### src/rtl/spi_sck_pkg.sv
package spi_sck_pkg;
  localparam int unsigned DIV_W    = 8;
  localparam int unsigned BITS_W   = 5;
  localparam int unsigned RST_DIV  = 4;
  localparam bit          RST_CPHA = 1'b1;
  localparam int unsigned MIN_DIV  = 2;
endpackage

### src/rtl/sck_prescaler.sv
module sck_prescaler #(
  parameter int unsigned DIV_W = 8
) (
  input  logic             clk_i,
  input  logic             rst_ni,
  input  logic             run_i,
  input  logic [DIV_W-1:0] div_i,
  output logic             tick_o
);
  logic [DIV_W-1:0] cnt_q;

  assign tick_o = run_i && (cnt_q == div_i - DIV_W'(1));

  always_ff @(posedge clk_i or negedge rst_ni) begin
    if (!rst_ni)      cnt_q <= '0;
    else if (!run_i)  cnt_q <= '0;
    else if (tick_o)  cnt_q <= '0;
    else              cnt_q <= cnt_q + DIV_W'(1);
  end
endmodule

### src/rtl/sck_edge_seq.sv
module sck_edge_seq #(
  parameter int unsigned EDGE_W = 6
) (
  input  logic              clk_i,
  input  logic              rst_ni,
  input  logic              load_i,
  input  logic [EDGE_W-1:0] edges_i,
  input  logic              tick_i,
  input  logic              idle_pol_i,
  input  logic              cpha_i,
  output logic              busy_o,
  output logic              sck_o,
  output logic              shift_o,
  output logic              sample_o,
  output logic              done_o
);
  logic [EDGE_W-1:0] left_q;
  logic              lead_q;

  always_ff @(posedge clk_i or negedge rst_ni) begin
    if (!rst_ni) begin
      busy_o   <= 1'b0;
      sck_o    <= 1'b0;
      shift_o  <= 1'b0;
      sample_o <= 1'b0;
      done_o   <= 1'b0;
      left_q   <= '0;
      lead_q   <= 1'b1;
    end else begin
      shift_o  <= 1'b0;
      sample_o <= 1'b0;
      done_o   <= 1'b0;
      if (load_i) begin
        busy_o <= 1'b1;
        left_q <= edges_i;
        lead_q <= 1'b1;
        sck_o  <= idle_pol_i;
      end else if (busy_o && tick_i) begin
        sck_o    <= ~sck_o;
        lead_q   <= ~lead_q;
        left_q   <= left_q - EDGE_W'(1);
        // phase 1 launches on leading edges, phase 0 captures on them
        shift_o  <= cpha_i ? lead_q : ~lead_q;
        sample_o <= cpha_i ? ~lead_q : lead_q;
        if (left_q == EDGE_W'(1)) begin
          busy_o <= 1'b0;
          done_o <= 1'b1;
        end
      end else if (!busy_o) begin
        sck_o <= idle_pol_i;
      end
    end
  end
endmodule

### src/rtl/spi_sck_gen.sv
module spi_sck_gen
  import spi_sck_pkg::*;
#(
  parameter int unsigned DIV_W  = spi_sck_pkg::DIV_W,
  parameter int unsigned BITS_W = spi_sck_pkg::BITS_W
) (
  input  logic              clk_i,
  input  logic              rst_ni,
  input  logic [DIV_W-1:0]  div_i,
  input  logic              cpol_i,
  input  logic              cpha_i,
  input  logic [BITS_W-1:0] bits_i,
  input  logic              start_i,
  output logic              sck_o,
  output logic              shift_o,
  output logic              sample_o,
  output logic              busy_o,
  output logic              done_o
);
  localparam int unsigned EDGE_W = BITS_W + 1;

  logic [DIV_W-1:0] div_q;
  logic             cpol_q, cpha_q;
  logic             start_ok, tick;
  logic [EDGE_W-1:0] edges;

  assign start_ok = start_i && !busy_o && (div_i >= DIV_W'(MIN_DIV)) && (bits_i != '0);
  assign edges    = {bits_i, 1'b0};

  always_ff @(posedge clk_i or negedge rst_ni) begin
    if (!rst_ni) begin
      div_q  <= DIV_W'(RST_DIV);
      cpha_q <= RST_CPHA;
      cpol_q <= 1'b0;
    end else if (start_ok) begin
      div_q  <= div_i;
      cpha_q <= cpha_i;
      cpol_q <= cpol_i;
    end
  end

  sck_prescaler #(.DIV_W(DIV_W)) u_pre (
    .clk_i  (clk_i),
    .rst_ni (rst_ni),
    .run_i  (busy_o),
    .div_i  (div_q),
    .tick_o (tick)
  );

  sck_edge_seq #(.EDGE_W(EDGE_W)) u_seq (
    .clk_i      (clk_i),
    .rst_ni     (rst_ni),
    .load_i     (start_ok),
    .edges_i    (edges),
    .tick_i     (tick),
    .idle_pol_i (busy_o ? cpol_q : cpol_i),
    .cpha_i     (cpha_q),
    .busy_o     (busy_o),
    .sck_o      (sck_o),
    .shift_o    (shift_o),
    .sample_o   (sample_o),
    .done_o     (done_o)
  );
endmodule

### config.mk
export PLATFORM = sky130hd
export DESIGN_NAME = spi_sck_gen
export DESIGN_NICKNAME = d
export VERILOG_FILES = /design/src/rtl/spi_sck_pkg.sv /design/src/rtl/sck_prescaler.sv /design/src/rtl/sck_edge_seq.sv /design/src/rtl/spi_sck_gen.sv
export SDC_FILE = /design/constraint.sdc
export NUM_CORES = 1
export LEC_CHECK = 0
export ABC_AREA = 1
export BUFFER_PORTS_ARGS = -buffer_cell sky130_fd_sc_hd__clkbuf_2
export CORE_ASPECT_RATIO = 1.75
export CORE_MARGIN = 2
export CORE_UTILIZATION = 53
export CTS_BUF_LIST = sky130_fd_sc_hd__clkbuf_16
export DETAILED_ROUTE_END_ITERATION = 7
export PLACE_DENSITY = 0.86
export SLEW_MARGIN = 15
export SYNTH_ARGS = -nofsm -noshare
export SYNTH_HDL_FRONTEND = slang
export SYNTH_SLANG_ARGS = --single-unit
### constraint.sdc
create_clock -name clk_i -period 4.3 [get_ports clk_i]
set_clock_uncertainty 0.15 [all_clocks]
set_input_delay 0.43 -clock clk_i [delete_from_list [all_inputs] [get_ports clk_i]]
set_output_delay 0.43 -clock clk_i [all_outputs]
set_load 0.01 [all_outputs]
==> results.toml <==
[critical_path]
r2r-start = "div_q[0]"
path_max_fanout = 11
critPathRequiredTime_ns = 4.29
crit_cells = 13
crit_chain = "inv_1, ha_1, nand2_2, nor2_2, nand3_1, nand2_1, nand2_1, nand2_1, nor2_2, nand2_1, nand2_2, nand2_1, o21ai_0"
endpoint_kind = "flop"
arrival_ns = 2.40
critical_path.top_delay_family = "simple AND/OR/NAND/NOR gates"
critPathLaunchType = "flop"
rr_endpoint = "u_seq.left_q[1]"
slowest_stage = "dfrtp_1"
rr_worst_depth = 13
path_buf_inv = 1
crit_top_cell = "nand2_1"
cp_slowest_stage_delay_ns = 0.39
r2r_setup_slack_ns = 1.90
worstSetupPathType = "flop to flop"

[pwr]
sequentialPowerShare_pct = 36.3
p_sw_mw = 0.6004
power_frac_comb_pct = 41.5
pwr-share-clk_pct = 22.2
p_leak_nw = 1.022
p_sw_share_pct = 41.50
power_density_nw_per_um2 = 729.4
p_int_mw = 0.8461
ir_drop_mv = 0.4558

[status]
status = "completed"

[logic_synthesis]
netlist_instances = 224
ys_async_sr_fraction_pct = 100.0
ys_ff_latch = 30
synth-edff-count = 0
yosysMostFrequentCell = "nand2_1"
synth_ff_type = "dfrtp_1"
ys_seq_area_share_pct = 44.14
avgSynthCellArea_um2 = 7.630
synth.top_cell.area_share_pct = 39.53
synthTopCellsByCount = "nand2_1, inv_1, dfrtp_1"
syn_nets = 246
ys_types = 28
ys_warn_count = 0
synthTopCellsByArea = "dfrtp_1, nand2_1, inv_1"
synth_area_leader_cell = "dfrtp_1"
syn-cell-area_um2 = 1709

[timing]
rsz0062_at_grt = "false"
tns_ns = 0
max-slew-margin-rel_pct = 50.79
tightest_slew_ns = 0.7381
min_period_over_period_pct = 55.90
max_freq_mhz = 416.0
drv_slew = 0
fin_crit_ns = 2.404
holdWs_ns = 0.06501
setup_viol = 0
finalHoldViolCount = 0

[min_path]
min_path_type = "input pin to asynchronous set/reset pin"

[clock_network]
clock_latency_ns = 0.27
cts_buffers = 5
clock_path_buffers = 2
htreeDepth = 2
clk_pin_slew_ns = 0.05
cts_resized = 0
cts_root_buffer = "clkbuf_16"
cts_tree = "done"
cts_sinks = 30
post_cts_buffers = 0
cts_hold_buf = 0

[placement]
dp_cells = 285
gp_congestion = 0.8282
dp_hpwl_mm = 2.825
portBuffers = 22
placed_cell_area_um2 = 1846

[grt]
grt_max_degree = 31
grt_usage_pct = 26.03
grt_pass1_vias = 1547
antenna_found_initial = 0
grt_pass1_wl_mm = 6.920
grt_overflow = 0

[routing]
via_count = 1545
ant_nets = 0
finalWirelength_mm = 3.846
via_per_inst = 5.273
drc = 0
first_pass_iters = 4
drt_iter0_drc = 32
detail_route.wl_per_cell_um = 13.13

[floorplanning]
core.rowCount = 27
dieArea_um2 = 3713
core_um2 = 3108
ios = 23
die-width_um = 46.93
fp.dieH_um = 79.12
start_util_pct = 54.99

[final_layout]
n_antenna_cell = 0
drive_gt1_share_pct = 18.00
finish.instance_area_um2 = 1983
fill_cells = 280
stdcell_count = 293
fin_util_pct = 63.81
syn_to_final_growth_pct = 16.03
nets = 271

[job]
maxCapViolCount = 0
## through the flow
stage | total power [mW] | setup WS (ns)
floorplan | 0.9739 | 2.411
CTS | 1.450 | 1.909
global placement | 1.091 | 2.063
global route | 1.583 | 1.643
finish | 1.447 | 1.896
detailed placement | 1.117 | 1.941
## flip-flops by register name, indices dropped and copies added (netlist names)
name / flops
div_q: 8
u_pre.cnt_q: 8
u_seq.left_q: 6
cpha_q: 1
cpol_q: 1
u_seq.busy_o: 1
u_seq.done_o: 1
u_seq.lead_q: 1
u_seq.sample_o: 1
u_seq.sck_o: 1
u_seq.shift_o: 1
## layout make-up
class	count	area (µm²)	area share (%)
Inverter	32	120.1	6.057
Multi-Input combinational cell	158	807.0	40.69
Clock inverter	3	12.51	0.6309
Clock buffer	5	125.1	6.309
Sequential cell	30	754.5	38.04
Tap cell	43	53.80	2.713
Timing Repair Buffer	22	110.1	5.552
## worst max-delay path by stage
stage / startpoint / endpoint / slack, ns
2_1_floorplan: div_q[0] / u_seq.busy_o / 2.41
3_3_place_gp: div_i[3] / u_seq.left_q[1] / 2.06
3_5_place_dp: div_q[0] / u_seq.left_q[1] / 1.94
4_1_cts: div_q[0] / u_seq.left_q[1] / 1.91
5_1_grt: div_q[0] / u_seq.left_q[1] / 1.64
6_report: div_q[0] / u_seq.left_q[1] / 1.90
## kinds of logic after synthesis
family | after synthesis | synth area share (%)
AND/OR/NAND/NOR | 121 | 32.36
XOR/XNOR | 10 | 5.125
flip-flops | 30 | 44.14
AO/OA/AOI/OAI | 23 | 6.808
buffers and inverters | 36 | 8.638
adder cells (fa/ha/maj) | 4 | 2.928
## power by group through the flow
stage | Clock, mW | Combinational, mW | Sequential, mW
floorplan | 0 | 0.489 | 0.485
global placement | 0 | 0.571 | 0.521
detailed placement | 0 | 0.592 | 0.525
CTS | 0.323 | 0.605 | 0.522
global route | 0.335 | 0.710 | 0.539
finish | 0.321 | 0.600 | 0.526
## layout by cell type, fill, tap and decap left out
master     count
nand3b_1       1
xor2_1         7
a21oi_1        3
nand2_2        3
inv_1         30
nand2_1       60
clkinv_1       2
xnor2_1        3
dfrtp_1       27
o22ai_1        1
nor3_1         4
dfstp_2        3
clkinv_2       1
clkbuf_16      5
nor3_2         2
nor4_1         1
nand2_8        1
nand4_1        2
nand3_1       19
o21ai_0       13
o21ai_1        6
nor2_1        22
clkbuf_2      22
nor2_2         4
nand3_2        2
inv_2          2
ha_1           4
## layer usage
| layer | global-route usage, % | part of all wire (%) | up-vias |
|---|---|---|---|
| met5 | 0 | 0 | - |
| met4 | 13.06 | 3.6 | 0 |
| met3 | 5.455 | 2.8 | 15 |
| met2 | 45.21 | 57 | 41 |
| met1 | 27.78 | 36 | 731 |
| li1 | - | - | 758 |
(Power assumes the default switching activity.)
